**config.mk**
```make
export PLATFORM = sky130hd
export DESIGN_NAME = mcycle_divider
export DESIGN_NICKNAME = d
export VERILOG_FILES = /design/src/rtl/mcd_pkg.sv /design/src/rtl/mcd_rx_fall.sv /design/src/rtl/mcd_control.sv /design/src/rtl/mcd_datapath.sv /design/src/rtl/mcycle_divider.sv
export SDC_FILE = /design/constraint.sdc
export NUM_CORES = 1
export LEC_CHECK = 0
export CAP_MARGIN = 20
export CELL_PAD_IN_SITES_DETAIL_PLACEMENT = 0
export CELL_PAD_IN_SITES_GLOBAL_PLACEMENT = 1
export CORE_ASPECT_RATIO = 0.8
export CORE_MARGIN = 1.5
export CORE_UTILIZATION = 38
export CTS_BUF_LIST = sky130_fd_sc_hd__clkbuf_16
export DETAILED_ROUTE_END_ITERATION = 10
export GPL_TIMING_DRIVEN = 0
export PLACE_DENSITY_LB_ADDON = 0.12
export REMOVE_ABC_BUFFERS = 1
export SETUP_SLACK_MARGIN = 0.4
export SYNTH_ARGS = -nofsm -noshare
export SYNTH_HDL_FRONTEND = slang
export SYNTH_SLANG_ARGS = --single-unit
```
**constraint.sdc**
```tcl
create_clock -name clk -period 2.7 [get_ports clk]
set_clock_uncertainty 0.05 [all_clocks]
set_input_delay 0.27 -clock clk [delete_from_list [all_inputs] [get_ports clk]]
set_output_delay 0.27 -clock clk [all_outputs]
set_load 0.03 [all_outputs]
```
**src/rtl/mcd_pkg.sv**
```systemverilog
package mcd_pkg;

  typedef enum logic [1:0] {
    RATIO_RSVD = 2'b00,
    RATIO_FAST = 2'b01,
    RATIO_MID  = 2'b10,
    RATIO_SLOW = 2'b11
  } ratio_e;

  // Field positions within the control register
  localparam int BitCdHi   = 7;
  localparam int BitCdLo   = 6;
  localparam int BitSwb    = 5;
  localparam int BitPinOff = 2;
  localparam int BitRamEn  = 0;

  // Strobes from control to datapath
  typedef struct packed {
    logic   restart;
    ratio_e ratio;
  } ctlStrobes_t;

  // A move is legal when it avoids the reserved code and touches the fast ratio
  function automatic logic legalMove(ratio_e cur, ratio_e req);
    return (req != RATIO_RSVD) &&
           ((cur == RATIO_FAST) || (req == RATIO_FAST) || (req == cur));
  endfunction

endpackage

```
**src/rtl/mcd_rx_fall.sv**
```systemverilog
module mcd_rx_fall #(
  parameter int Stages = 2
) (
  input  logic clk,
  input  logic rstN,
  input  logic rxIn,
  output logic fall
);

  logic [Stages-1:0] syncQ;
  logic              lastQ;

  generate
    if (Stages == 1) begin : g_single
      always_ff @(posedge clk) begin
        if (!rstN) syncQ <= '1;
        else       syncQ <= rxIn;
      end
    end else begin : g_chain
      always_ff @(posedge clk) begin
        if (!rstN) syncQ <= '1;
        else       syncQ <= {syncQ[Stages-2:0], rxIn};
      end
    end
  endgenerate

  always_ff @(posedge clk) begin
    if (!rstN) lastQ <= 1'b1;
    else       lastQ <= syncQ[Stages-1];
  end

  assign fall = lastQ & ~syncQ[Stages-1];

endmodule

```
**src/rtl/mcd_control.sv**
```systemverilog
module mcd_control
  import mcd_pkg::*;
(
  input  logic        clk,
  input  logic        rstN,
  input  logic        regWr,
  input  logic [7:0]  regWdata,
  input  logic        intRecog,
  input  logic        rxFall,
  input  logic        insnStart,
  output logic [7:0]  regRdata,
  output ctlStrobes_t ctl
);

  ratio_e ratioQ, ratioD, reqRatio;
  logic   swbQ, pinOffQ, ramEnQ, pendQ;
  logic   swTrig;

  always_comb begin
    reqRatio = ratio_e'(regWdata[BitCdHi:BitCdLo]);
    swTrig   = swbQ & (intRecog | (pendQ & insnStart));
    ratioD   = ratioQ;
    if (swTrig)                                ratioD = RATIO_FAST;
    else if (regWr && legalMove(ratioQ, reqRatio)) ratioD = reqRatio;
  end

  always_ff @(posedge clk) begin
    if (!rstN) begin
      ratioQ  <= RATIO_FAST;
      swbQ    <= 1'b0;
      pinOffQ <= 1'b0;
      ramEnQ  <= 1'b0;
      pendQ   <= 1'b0;
    end else begin
      ratioQ <= ratioD;
      pendQ  <= swbQ & ((pendQ & ~insnStart) | rxFall);
      if (regWr) begin
        swbQ    <= regWdata[BitSwb];
        pinOffQ <= regWdata[BitPinOff];
        ramEnQ  <= regWdata[BitRamEn];
      end
    end
  end

  always_comb begin
    regRdata                  = '0;
    regRdata[BitCdHi:BitCdLo] = ratioQ;
    regRdata[BitSwb]          = swbQ;
    regRdata[BitPinOff]       = pinOffQ;
    regRdata[BitRamEn]        = ramEnQ;
  end

  assign ctl.restart = (ratioD != ratioQ);
  assign ctl.ratio   = ratioQ;

endmodule

```
**src/rtl/mcd_datapath.sv**
```systemverilog
module mcd_datapath
  import mcd_pkg::*;
#(
  parameter int DivFast = 4,
  parameter int DivMid  = 64,
  parameter int DivSlow = 1024
) (
  input  logic        clk,
  input  logic        rstN,
  input  ctlStrobes_t ctl,
  output logic        mcStrobe
);

  localparam int CntW = $clog2(DivSlow);

  logic [CntW-1:0] cntQ, lastIdx;

  always_comb begin
    unique case (ctl.ratio)
      RATIO_MID:  lastIdx = CntW'(DivMid - 1);
      RATIO_SLOW: lastIdx = CntW'(DivSlow - 1);
      default:    lastIdx = CntW'(DivFast - 1);
    endcase
  end

  always_ff @(posedge clk) begin
    if (!rstN)                            cntQ <= '0;
    else if (ctl.restart || cntQ == lastIdx) cntQ <= '0;
    else                                  cntQ <= cntQ + 1'b1;
  end

  assign mcStrobe = (cntQ == lastIdx);

endmodule

```
**src/rtl/mcycle_divider.sv**
```systemverilog
module mcycle_divider
  import mcd_pkg::*;
#(
  parameter int DivFast    = 4,
  parameter int DivMid     = 64,
  parameter int DivSlow    = 1024,
  parameter int SyncStages = 2
) (
  input  logic       clk,
  input  logic       rstN,
  input  logic       regWr,
  input  logic [7:0] regWdata,
  output logic [7:0] regRdata,
  input  logic       intRecog,
  input  logic       serRx,
  input  logic       insnStart,
  output logic       mcStrobe
);

  ctlStrobes_t ctl;
  logic        rxFall;

  mcd_rx_fall #(.Stages(SyncStages)) u_rx (
    .clk(clk), .rstN(rstN), .rxIn(serRx), .fall(rxFall)
  );

  mcd_control u_ctl (
    .clk(clk), .rstN(rstN), .regWr(regWr), .regWdata(regWdata),
    .intRecog(intRecog), .rxFall(rxFall), .insnStart(insnStart),
    .regRdata(regRdata), .ctl(ctl)
  );

  mcd_datapath #(.DivFast(DivFast), .DivMid(DivMid), .DivSlow(DivSlow)) u_dp (
    .clk(clk), .rstN(rstN), .ctl(ctl), .mcStrobe(mcStrobe)
  );

endmodule

```
==> impl_metrics.ini <==
[placed_design]
io_buffers = 16
gp_congestion = 0.771
pre_cts_slack_ns = 0.301
hpwl_um = 1180

[grt]
grt_pass1_wl_um = 2740
grt_pass1_vias = 613
grt_max_degree = 12
gr-total-overflow = 0
track_usage_pct = 14.0
antenna_found_initial = 0

[layout]
area_delta_synth_final_pct = 23.4
layout_commonest_cell = dfxtp_1
fillCellCount = 224
antenna-diode-count = 0
multi_input_area_um2 = 499
final_cell_mix = 19 x dfxtp_1, 15 x clkdlybuf4s50_1, 7 x nand2_1, 7 x nor3_2, 6 x nor2_1
nNetsFinal = 130
regArea_um2 = 380
layout-drive-gt1-share_pct = 14.9

[floorplan]
start_util_pct = 42.1
die_w_um = 58.8
fp.dieH_um = 47.7
io_pins = 23
num_rows = 15
dieArea_um2 = 2800
core_um2 = 2250

[sta]
setup_violations = 0
fmax_mhz = 483
finalHoldViolCount = 0
rsz0062_at_grt = no
tns_ns = 0
min_period_over_period_pct = 76.6
whs_ns = 0.358
period_needed_ns = 2.07
drv_slew = 0
worst_slack_ns = 0.632

[setup_path]
cp-start-kind = flip-flop
cp_cell_sequence = and4_4, a22oi_2, nor3b_4, dlygate4sd2_1
cp-end-kind = output port
max_stage_delay_ns = 0.44
path_depth = 4
cpMaxStageDelayCell = dfxtp_1
reg2reg_depth = 4
crit_arrival_ns = 1.75
cp_top_family = simple AND/OR/NAND/NOR gates
worstPathMaxFanout = 7
required_ns = 2.38
worst-path-buf-inv = 1
path_class = reg -> out

[logic_synthesis]
synth_cell_types = 34
syn-instance-count = 100
yosysSeqAreaShare_pct = 40.2
synth_top_area_share_pct = 40.2
yosysTopAreaCell = dfxtp_1
syn_area_um2 = 947
synth_seq_cells = 19
ys_top_cells_by_area = dfxtp_1 40%, nor3_2 7.4%, buf_4 4.8%
yosysWarnings = 0
syn_avg_cell_area_um2 = 9.47

[pwr]
swShare_pct = 23.6
switchingPower_mw = 0.165
p_per_area_nw_per_um2 = 597
max-vdd-ir-drop_mv = 0.453
pwr-share-comb_pct = 13.0
seq_power_share_pct = 43.8
p_leak_nw = 0.464
pwr-share-clk_pct = 43.3
internal_power_mw = 0.533

[clock_tree]
htree_levels = 1
cts_buffer_depth = 2
hold_buffers = 0
cts_tree = built
clk_latency_ns = 0.25
clk_pin_slew_ns = 0.05
cts-root-buf = clkbuf_16
clkSinkCount = 19
cts_buffers = 3

[route]
vias = 691
drc = 0
wirelength_um = 1650
wire_per_inst_um = 11.9
ant_nets = 0
drt_iter0_markers = 23
viasPerCell = 4.97
dr.pass1.iters = 4

[hold_path]
hold_class = reg -> reg
whs_path_depth = 1

[outcome]
status = completed

[run]
maxCapViolations = 0
registers in the layout, indices dropped and copies added (netlist names):
name,count
u_ctl.pendQ,1
u_ctl.pinOffQ,1
u_ctl.ramEnQ,1
u_ctl.ratioQ,2
u_ctl.swbQ,1
u_dp.cntQ,10
u_rx.lastQ,1
u_rx.syncQ,2
cell type report:
cell class              count  area share, %
inverters                   3          0.964
multi-input cells          71           42.7
well taps                  25           2.68
clock inverters             1          0.428
clock buffers               3           6.42
repair buffers             17           14.2
flip-flops and latches     19           32.5
cell usage after synthesis (all sizes together):
cell type,instances
a211o,1
a21o,1
a21oi,4
a22oi,1
a2bb2oi,1
and3,3
and3b,1
and4,1
buf,7
clkbuf,2
conb,1
dfxtp,19
ha,1
inv,3
mux2i,3
nand2,7
nand2b,3
nand3,4
nand3b,1
nand4,3
nor2,6
nor2b,4
nor3,9
nor3b,2
nor4,1
o211ai,1
o22ai,1
o31ai,1
xnor2,3
xor2,5
worst paths after layout:
path	startpoint	end	slack (ns)
max	u_dp.cntQ[2]	mcStrobe	0.63
min	u_rx.syncQ[0]	u_rx.syncQ[1]	0.36
max reg2reg	u_ctl.ratioQ[0]	u_dp.cntQ[9]	1.08
min reg2reg	u_rx.syncQ[0]	u_rx.syncQ[1]	0.36
routing by layer:
layer | global-route usage [%] | vias up | part of all wire (%)
met5 | 0 | - | 0
met4 | 5.45 | 0 | 1.1
met3 | 6.49 | 2 | 6.8
met2 | 19.3 | 21 | 37
met1 | 18.9 | 301 | 55
li1 | - | 367 | -
cell families (layout without fill, tap and decap cells):
family          after synthesis  in the layout  share of synthesized area, %
other cells                   1              3                         0.396
xor+xnor                      8              8                          7.40
mux                           3              3                          3.17
buf+inv                      12             24                          7.93
simple gates                 45             45                          31.3
flops                        19             19                          40.2
fa+ha+maj                     1              1                          1.32
compound gates               11             11                          8.32
stage by stage:
stage	util (%)	cell area, µm²	std cells	total power, mW
floorplan	-	891	93	0.363
global placement	48.1	1080	134	0.401
detailed placement	48.1	1080	134	0.401
CTS	51.9	1170	139	0.709
global route	51.9	1170	139	0.732
finish	51.9	1170	139	0.698
timing repair:
action | in CTS | in global routing
endpoints found under the setup margin | 1 | 0
resized for setup | 1 | 0
setup buffers | 1 | 0
power groups by stage:
stage,combinational (mW),sequential (mW),clock [mW]
after floorplan,0.0454,0.318,0
after global placement,0.0894,0.311,0
after detailed placement,0.0899,0.311,0
after CTS,0.0913,0.305,0.312
after global routing,0.0980,0.308,0.326
final,0.0904,0.305,0.302
worst reg2reg max path, stage by stage, from the launching register on:
cell	delay, ns
dfxtp_1	0.44
nor2b_1	0.24
and3b_1	0.20
a211o_1	0.41
nor3_2	0.21
Note: power is estimated with default switching activity, not from simulation.
